[src/rtl/decim_status_pkg.sv]
package decim_status_pkg;

  // Strobes sent from the sequencer to the datapath, all one cycle wide.
  typedef struct packed {
    logic accept;     // a sample is taken this cycle
    logic loadCount;  // reload count from the setting
    logic decCount;   // decrement count
    logic invEvent;   // accepted sample is flagged invalid
    logic ovfEvent;   // output produced while the previous one is unread
  } ctrlStrobes_t;

  localparam logic [1:0] ADDR_STATUS  = 2'd0;
  localparam logic [1:0] ADDR_DECIM   = 2'd1;
  localparam logic [1:0] ADDR_TIMEOUT = 2'd2;

  // Status word bit positions.
  localparam int BIT_INV  = 20;
  localparam int BIT_TO   = 19;
  localparam int BIT_OVF  = 18;
  localparam int BIT_BUSY = 17;
  localparam int BIT_DONE = 16;

  // Timeout register field positions.
  localparam int TO_PER_LSB = 3;
  localparam int TO_CNT_LSB = 16;

endpackage

[src/rtl/decim_status_ctrl.sv]
module decim_status_ctrl
  import decim_status_pkg::*;
#(
  parameter int BUSY_CYCLES = 3
) (
  input  logic         clk,
  input  logic         rstN,
  input  logic         sampleValid,
  input  logic         sampleInvalid,
  input  logic         outRead,
  input  logic         countZero,
  input  logic         hitsZero,
  output ctrlStrobes_t strobes,
  output logic         busy,
  output logic         done,
  output logic         outWrite
);

  localparam int BC_W = (BUSY_CYCLES < 2) ? 1 : $clog2(BUSY_CYCLES);
  localparam logic [BC_W-1:0] BC_LAST = BC_W'(BUSY_CYCLES - 1);

  logic [BC_W-1:0] busyCnt;
  logic            pendOut;
  logic            accept;
  logic            finish;

  assign accept   = sampleValid & ~busy;
  assign finish   = busy & (busyCnt == '0);
  assign outWrite = finish & pendOut;

  always_comb begin
    strobes.accept    = accept;
    strobes.loadCount = accept & countZero;
    strobes.decCount  = accept & ~countZero;
    strobes.invEvent  = accept & sampleInvalid;
    strobes.ovfEvent  = outWrite & done & ~outRead;
  end

  // Busy window sequencer.
  always_ff @(posedge clk or negedge rstN) begin
    if (!rstN) begin
      busy    <= 1'b0;
      busyCnt <= '0;
      pendOut <= 1'b0;
    end else if (accept) begin
      busy    <= 1'b1;
      busyCnt <= BC_LAST;
      pendOut <= hitsZero;
    end else if (finish) begin
      busy    <= 1'b0;
      pendOut <= 1'b0;
    end else if (busy) begin
      busyCnt <= busyCnt - 1'b1;
    end
  end

  // Data-ready handshake: a new output has priority over a read.
  always_ff @(posedge clk or negedge rstN) begin
    if (!rstN)         done <= 1'b0;
    else if (outWrite) done <= 1'b1;
    else if (outRead)  done <= 1'b0;
  end

  assert_busy_after_accept_R4: assert property (@(posedge clk) disable iff (!rstN)
    sampleValid && !busy |=> busy);

  assert_done_after_output_R3: assert property (@(posedge clk) disable iff (!rstN)
    outWrite |=> done);

  assert_read_clears_done_R5: assert property (@(posedge clk) disable iff (!rstN)
    outRead && !outWrite |=> !done);

endmodule

[src/rtl/decim_status_dp.sv]
module decim_status_dp
  import decim_status_pkg::*;
#(
  parameter int COUNT_W      = 12,
  parameter int TO_CNT_W     = 16,
  parameter int TO_PER_W     = 13,
  parameter int PERIOD_RESET = 8191
) (
  input  logic         clk,
  input  logic         rstN,
  input  ctrlStrobes_t strobes,
  input  logic         busy,
  input  logic         done,
  input  logic         regWrEn,
  input  logic [1:0]   regAddr,
  input  logic [31:0]  regWrData,
  output logic [31:0]  regRdData,
  output logic         countZero,
  output logic         hitsZero
);

  localparam logic [TO_CNT_W-1:0] TO_MAX = '1;

  logic [COUNT_W-1:0]  decimSetting;
  logic [COUNT_W-1:0]  decimCount;
  logic [TO_CNT_W-1:0] toCnt;
  logic [TO_PER_W-1:0] toPeriod;
  logic                flagInv, flagTo, flagOvf;
  logic                statWr, decimWr, toWr;
  logic                toHit;
  logic                unusedWrBits;

  assign statWr       = regWrEn && (regAddr == ADDR_STATUS);
  assign decimWr      = regWrEn && (regAddr == ADDR_DECIM);
  assign toWr         = regWrEn && (regAddr == ADDR_TIMEOUT);
  assign unusedWrBits = ^regWrData;

  assign countZero = (decimCount == '0);
  assign hitsZero  = countZero ? (decimSetting == '0) : (decimCount == COUNT_W'(1));
  assign toHit     = (toCnt >= TO_CNT_W'(toPeriod));

  // Configuration registers.
  always_ff @(posedge clk or negedge rstN) begin
    if (!rstN) begin
      decimSetting <= '0;
      toPeriod     <= TO_PER_W'(PERIOD_RESET);
    end else begin
      if (decimWr) decimSetting <= regWrData[COUNT_W-1:0];
      if (toWr)    toPeriod     <= regWrData[TO_PER_LSB +: TO_PER_W];
    end
  end

  // Live decimation count.
  always_ff @(posedge clk or negedge rstN) begin
    if (!rstN)                 decimCount <= '0;
    else if (strobes.loadCount) decimCount <= decimSetting;
    else if (strobes.decCount)  decimCount <= decimCount - COUNT_W'(1);
  end

  // Idle counter, saturating.
  always_ff @(posedge clk or negedge rstN) begin
    if (!rstN)               toCnt <= '0;
    else if (strobes.accept) toCnt <= '0;
    else if (toCnt != TO_MAX) toCnt <= toCnt + TO_CNT_W'(1);
  end

  // Sticky flags: a set event beats a same-cycle write-one clear.
  always_ff @(posedge clk or negedge rstN) begin
    if (!rstN) begin
      flagInv <= 1'b0;
      flagTo  <= 1'b0;
      flagOvf <= 1'b0;
    end else begin
      flagInv <= strobes.invEvent | (flagInv & ~(statWr & regWrData[BIT_INV]));
      flagTo  <= toHit            | (flagTo  & ~(statWr & regWrData[BIT_TO]));
      flagOvf <= strobes.ovfEvent | (flagOvf & ~(statWr & regWrData[BIT_OVF]));
    end
  end

  // Read path.
  always_comb begin
    regRdData = '0;
    unique case (regAddr)
      ADDR_STATUS: begin
        regRdData[COUNT_W-1:0] = decimCount;
        regRdData[BIT_DONE]    = done;
        regRdData[BIT_BUSY]    = busy;
        regRdData[BIT_OVF]     = flagOvf;
        regRdData[BIT_TO]      = flagTo;
        regRdData[BIT_INV]     = flagInv;
      end
      ADDR_DECIM:   regRdData[COUNT_W-1:0] = decimSetting;
      ADDR_TIMEOUT: begin
        regRdData[TO_PER_LSB +: TO_PER_W] = toPeriod;
        regRdData[TO_CNT_LSB +: TO_CNT_W] = toCnt;
      end
      default: regRdData = '0;
    endcase
  end

  assert_count_dec_R2: assert property (@(posedge clk) disable iff (!rstN)
    strobes.decCount |=> decimCount == $past(decimCount) - COUNT_W'(1));

  assert_count_load_R2: assert property (@(posedge clk) disable iff (!rstN)
    strobes.loadCount |=> decimCount == $past(decimSetting));

  assert_idle_reset_R7: assert property (@(posedge clk) disable iff (!rstN)
    strobes.accept |=> toCnt == '0);

  assert_timeout_sets_R8: assert property (@(posedge clk) disable iff (!rstN)
    toHit |=> flagTo);

  assert_overflow_sets_R9: assert property (@(posedge clk) disable iff (!rstN)
    strobes.ovfEvent |=> flagOvf);

  assert_sticky_inv_R10: assert property (@(posedge clk) disable iff (!rstN)
    flagInv && !(statWr && regWrData[BIT_INV]) |=> flagInv);

endmodule

[src/rtl/decim_status_unit.sv]
module decim_status_unit
  import decim_status_pkg::*;
#(
  parameter int COUNT_W      = 12,
  parameter int TO_CNT_W     = 16,
  parameter int TO_PER_W     = 13,
  parameter int PERIOD_RESET = 8191,
  parameter int BUSY_CYCLES  = 3
) (
  input  logic        clk,
  input  logic        rstN,
  input  logic        sampleValid,
  input  logic        sampleInvalid,
  input  logic        outRead,
  input  logic        regWrEn,
  input  logic [1:0]  regAddr,
  input  logic [31:0] regWrData,
  output logic [31:0] regRdData,
  output logic        outWrite
);

  ctrlStrobes_t strobes;
  logic         busy, done, countZero, hitsZero;

  decim_status_ctrl #(.BUSY_CYCLES(BUSY_CYCLES)) ctrl_i (
    .clk          (clk),
    .rstN         (rstN),
    .sampleValid  (sampleValid),
    .sampleInvalid(sampleInvalid),
    .outRead      (outRead),
    .countZero    (countZero),
    .hitsZero     (hitsZero),
    .strobes      (strobes),
    .busy         (busy),
    .done         (done),
    .outWrite     (outWrite)
  );

  decim_status_dp #(
    .COUNT_W     (COUNT_W),
    .TO_CNT_W    (TO_CNT_W),
    .TO_PER_W    (TO_PER_W),
    .PERIOD_RESET(PERIOD_RESET)
  ) dp_i (
    .clk      (clk),
    .rstN     (rstN),
    .strobes  (strobes),
    .busy     (busy),
    .done     (done),
    .regWrEn  (regWrEn),
    .regAddr  (regAddr),
    .regWrData(regWrData),
    .regRdData(regRdData),
    .countZero(countZero),
    .hitsZero (hitsZero)
  );

endmodule

[config.mk]
export PLATFORM = sky130hd
export DESIGN_NAME = decim_status_unit
export DESIGN_NICKNAME = d
export VERILOG_FILES = /design/src/rtl/decim_status_pkg.sv /design/src/rtl/decim_status_ctrl.sv /design/src/rtl/decim_status_dp.sv /design/src/rtl/decim_status_unit.sv
export SDC_FILE = /design/constraint.sdc
export NUM_CORES = 1
export LEC_CHECK = 0
export ABC_AREA = 1
export BUFFER_PORTS_ARGS = -buffer_cell sky130_fd_sc_hd__buf_2
export CAP_MARGIN = 0
export CELL_PAD_IN_SITES_DETAIL_PLACEMENT = 0
export CELL_PAD_IN_SITES_GLOBAL_PLACEMENT = 1
export CORE_AREA = 2 2 109 111
export DETAILED_ROUTE_END_ITERATION = 10
export DIE_AREA = 0 0 111 113
export PLACE_DENSITY_LB_ADDON = 0.1
export REMOVE_ABC_BUFFERS = 1
export SYNTH_ARGS = -nofsm -noshare
export SYNTH_HDL_FRONTEND = slang
export SYNTH_SLANG_ARGS = --single-unit
[constraint.sdc]
create_clock -name clk -period 1.2 [get_ports clk]
set_input_delay 0.18 -clock clk [delete_from_list [all_inputs] [get_ports clk]]
set_output_delay 0.18 -clock clk [all_outputs]
set_load 0.05 [all_outputs]
== After elaboration in Yosys (flattened, before gate mapping) ==
Index checks and enable logic that the tools add are counted.
Cells by class
  reduce and logical (&&, ||, !) cells: 13
  $add $sub $neg: 3
  mux-type cells: 18
  bitwise gates (word level): 23
  equal/unequal tests: 5
  order comparisons: 1
Operators by type and width (count)
  16-bit two-way mux: 2
  9-bit one-hot mux with 3 select lines: 1
  12-bit logical NOT: 2
  12-bit two-way mux: 2
  16-bit by 1-bit adder with 16-bit output, second input constant: 1
  16-bit by 13-bit greater-or-equal comparator with 1-bit output: 1
  16-bit inequality test, second input constant: 1
  1-bit bitwise AND: 14
  12-bit by 1-bit equality test with 1-bit output, second input constant: 1
  12-bit by 1-bit subtractor with 12-bit output, second input constant: 1
  11-bit two-way mux: 1
  5-bit one-hot mux with 2 select lines: 1
  2-bit nonzero test: 5
  1-bit two-way mux: 6
  2-bit two-way mux: 3
  1-bit NOT: 6
  3-bit one-hot mux with 2 select lines: 1
  2-bit logical NOT: 2
  4-bit two-way mux: 1
  1-bit logical AND: 3
  1-bit OR: 3
  2-bit by 1-bit equality test with 1-bit output, second input constant: 1
  2-bit equality test, second input constant: 1
  2-bit by 1-bit inequality test with 1-bit output, second input constant: 1
  other kinds (2): 2
Storage, ports and cells
  flip-flop bits (word level): 61

== Longest topological paths before layout ==
  depth after elaboration: 6
  gate-level depth with buffers: 11

== By module ==
From an unflattened synthesis, not the netlist that was laid out.
Second synthesis, totals
  cells, all modules: 519
  area, all modules: 3793.6 µm²
Modules (own cells, without submodules)
  decim_status_dp: cells each 483, times used 1, area an instance 3520.9 µm²
  decim_status_ctrl: cells each 36, times used 1, area an instance 272.8 µm²

== Worst setup path before layout ==
Ideal clock, no wire load.
  path type: input to output
  start: input regAddr[0]
  end: output regRdData[19]
  data arrival time: 1.713 ns
  data required time: 1.020 ns
  path slack: -0.693 ns
  cell stages on the path: 4
  cells stage by stage: inv_1 nand2_2 clkbuf_1 o21ai_0
Between the ends
  longest elaborated chain between the ends: 2
  elaborated cells on any way between the ends: 3
  classes of those cells: eq/ne: 1; mux: 1; reduce/logical: 1
RTL lines
  from (decl): RTL line decim_status_unit.sv:16  | input logic [1:0] regAddr,
  2-bit equality test / 2-bit logical NOT (equally long branches): RTL line decim_status_dp.sv:83  | unique case (regAddr)
  5-bit one-hot mux with 2 select lines *: RTL line decim_status_dp.sv:83
  to (decl): RTL line decim_status_unit.sv:18  | output logic [31:0] regRdData,
Mark *: on every way between the ends. The rest lies on a longest branch, timed or not.

== Worst setup path in the final report ==
  start: register dp_i.toPeriod[3]
  end: output regRdData[6]
Between the ends
  longest elaborated chain between the ends: 1
RTL lines
  from (decl): RTL line decim_status_dp.sv:27  | logic [TO_PER_W-1:0] toPeriod;
  from (signal assigned): RTL line decim_status_dp.sv:46  | toPeriod <= TO_PER_W'(PERIOD_RESET);
  from (signal assigned): RTL line decim_status_dp.sv:49  | if (toWr) toPeriod <= regWrData[TO_PER_LSB +: TO_PER_W];
  9-bit one-hot mux with 3 select lines: RTL line decim_status_dp.sv:83
Every way passes these cells.

==> flow_summary.yaml <==
min_path:
  worstHoldEndpoint: "dp_i.flagOvf$_DFF_PN0_"
  hp-class: "in -> reg"
  hold_path_startpoint: "outRead"
  worstHoldPathCells: 2
logic_synthesis:
  synth-async-reset-ratio_pct: 100
  postSynthRegisterBits: 61
  main_flop_type_after_synthesis: "dfrtp_1"
  yosysSeqAreaShare_pct: 38.8
  syn_area_sq_um: 3980
  synth_edf_count: 0
  synth_largest_area_cell: "dfrtp_1"
  yosys.area.top_type_share_pct: 30.2
  synth-warning-count: 0
  post_synthesis_area_per_instance_sq_um: 7.09
  synth_cells: 561
  ys_types: 36
  netlist_top_cells_area: "dfrtp_1 (30%), nand2_1 (15%), dfstp_2 (8.6%)"
worst_setup_path:
  worstReg2RegEnd: "dp_i.flagTo$_DFF_PN0_"
  cp_max_fo: 2
  reg2reg_slack_ps: -260
  r2r_cells: 9
  critical_path_arrival_ps: 1400
  timing_worst_setup_path_type: "reg -> out"
  worst_ep_required_time_ps: 1020
  startpoint_type: "flop"
  critical_path.endpoint_type: "output pin"
  rr_startpoint: "dp_i.toPeriod[6]$_DFFE_PN1P_"
power:
  cellLeakagePower_nw: 3.38
  sequentialPowerShare_pct: 24.7
  combinationalPowerShare_pct: 55.0
  p_sw_share_pct: 41.4
  post-layout-total-power_mw: 11.9
  clockPowerShare_pct: 20.3
  peakVddDrop_v: 0.00112
  p_sw_mw: 4.94
  cellPowerDensity_nw_per_um2: 1790
  internal_power_mw: 6.99
floorplan:
  die-height_um: 113
  i_o_pins: 73
  num_rows: 39
  chipWidth_um: 111
  dieArea_sq_um: 12500
  floorplan.initialDensity_pct: 35.3
  core_region_area_sq_um: 11300
sta:
  max_freq_mhz: 634
  timing.max_slew.rel_slack_pct: 75.7
  worst_pin_slew_ps: 365
  setup_violations: 63
  grt_setup_unrepaired: "yes"
  post_route_clock_period_utilization_pct: 131
  timing_max_transition_violations_final: 0
  timing.setup.tns_ps: -12180
  final_critical_path_setup_slack_ps: -377
  post-route-min-period_ps: 1580
  worst_hold_slack_ps: 46.1
  hold_viol_final: 0
  worst_clock_skew_ps: 4.01
global_route:
  grt_start_max_net_pins: 62
  vias_in_the_first_global_route: 4363
  overflow: 0
  track_usage_pct: 22.0
  first_pass_grt_wire_length_um: 22000
  antenna_found_initial: 0
cts:
  clockRootBuffer: "clkbuf_16"
  ctsLongestPathBuffers: 2
  cts-buffers-inserted: 9
  cts-htree-levels: 3
  worst_setup_hold_path_clk_slew_ps: 50
  tritoncts_clock_tree: "done"
  clock_insertion_delay_worst_skew_ps: 330
  cts.sink_count: 61
flow_run:
  max_cap_viols: 0
route:
  route.detailed.vias_per_inst: 4.83
  wire_per_inst_um: 14.8
  detail_route.drc_violations: 0
  drt_first_iter_violations: 187
  num_vias: 4351
  drtAntennaViolNets: 0
  drt-pass1-iter-count: 4
  drt-total-wl_um: 13400
cells_and_area:
  antenna_cells: 0
  area.growth.synth_to_final_pct: 67.6
  nets: 811
  post_route_cells_drive_above_1_share_pct: 50.4
  num-fill-cells: 1021
  postLayoutCellArea_sq_um: 6670
placement:
  detailedPlace.worstSlack_ps: -362
  port_buffers: 59
  detailed_place_hpwl_um: 9340
  routabilityCongestion: 0.836
  placedInstanceArea_sq_um: 5140
run_status:
  failing_checks: "setup timing"
  outcome: "finished with violations"
==> stage by stage <==
stage                     cells  utilization (%)
after floorplan             549                -
after global placement      844             45.6
after detailed placement    844             45.6
after CTS                   893             56.6
after global routing        901             59.1
final                       901             59.1
==> cell usage after synthesis, types with 2 or more instances <==
cell type / number
nor2_1: 53
o21ai_0: 22
nand3_1: 56
o221ai_1: 9
ha_1: 18
dfstp_2: 13
nand2_2: 10
nor2_4: 5
nand4_1: 11
inv_2: 6
buf_2: 6
o22ai_1: 4
clkbuf_1: 2
o21ai_1: 13
inv_1: 85
nor2_2: 4
o31ai_1: 3
dfrtp_1: 48
nand2_1: 164
buf_6: 2
a21oi_1: 12
==> cells in the final DEF (no fill, tap or decap), types with 16 or more instances in the layout <==
master / instances
buf_6: 52
nor2_1: 31
o21ai_1: 16
inv_2: 27
nor2_4: 20
buf_2: 26
inv_1: 51
nand2_1: 136
nand3_1: 40
buf_4: 103
nand2_2: 27
dfrtp_1: 40
==> metal layers <==
layer,up-vias,part of all wire [%],track usage (%),wire (um)
li1,2184,-,-,-
met1,2077,48,31.4,6400
met2,78,47,34.9,6330
met3,12,3.4,3.54,457
met4,0,1.2,6.25,161
met5,-,0,0,0
==> what timing repair did <==
item | in CTS | in global routing
pin swaps | 59 | 32
buffers inserted | 32 | 9
hold buffers | 1 | 0
endpoints found under the setup margin | 66 | 65
endpoints found under the hold margin | 48 | 0
resized for setup | 226 | 62
==> registers in the layout, summed over array words and instances (netlist names) <==
signal / cells
dp_i.flagInv: 1
ctrl_i.pendOut: 1
ctrl_i.busyCnt: 2
dp_i.flagTo: 1
ctrl_i.done: 1
dp_i.decimCount: 12
ctrl_i.busy: 1
dp_i.toCnt: 16
dp_i.flagOvf: 1
dp_i.toPeriod: 13
dp_i.decimSetting: 12
==> kinds of logic (layout without fill, tap and decap cells) <==
| group | count (synthesis) | after routing | synth area share (%) |
|---|---|---|---|
| and+or+nand+nor | 311 | 311 | 35.1 |
| buffers and inverters | 105 | 302 | 10.7 |
| AOI/OAI and AO/OA | 64 | 64 | 9.31 |
| DFF | 61 | 61 | 38.8 |
| adders and majority gates | 18 | 18 | 5.66 |
| xor gates and xnor gates | 2 | 2 | 0.440 |
==> critical path, stage by stage, from the launching register on <==
cell	delay (ps)
dfstp_2	540
inv_2	40
buf_6	110
o221ai_4	190
buf_6	190
==> power by group through the flow <==
stage,Combinational [mW],Sequential [mW],Clock (mW)
2_1_floorplan,2.76,2.95,0
4_1_cts,6.16,2.93,2.47
3_3_place_gp,4.93,2.95,0
6_report,6.56,2.94,2.43
3_5_place_dp,4.98,2.97,0
5_1_grt,7.19,3.01,2.59
==> how the worst max path moves through the flow <==
stage                                       from                    end  slack [ps]  cells past startpoint
floorplan                             regAddr[0]          regRdData[19]        -660                      3
global placement    dp_i.toPeriod[9]$_DFFE_PN1P_  dp_i.flagTo$_DFF_PN0_        -290                      8
detailed placement  dp_i.toPeriod[9]$_DFFE_PN1P_  dp_i.flagTo$_DFF_PN0_        -360                      8
CTS                 dp_i.toPeriod[3]$_DFFE_PN1P_           regRdData[6]        -390                      4
global route        dp_i.toPeriod[3]$_DFFE_PN1P_           regRdData[6]        -430                      4
finish              dp_i.toPeriod[3]$_DFFE_PN1P_           regRdData[6]        -380                      4
==> layout make-up <==
class                           instances  area (sq um)  area share [%]
Clock inverter                          2          10.0           0.150
Timing Repair Buffer                  193          1690            25.4
Sequential cell                        61          1550            23.3
Multi-Input combinational cell        395          2570            38.6
Tap cell                              143           179            2.68
Inverter                               93           395            5.93
Clock buffer                           14           264            3.96
No activity file was read; power rests on OpenSTA's default activity.
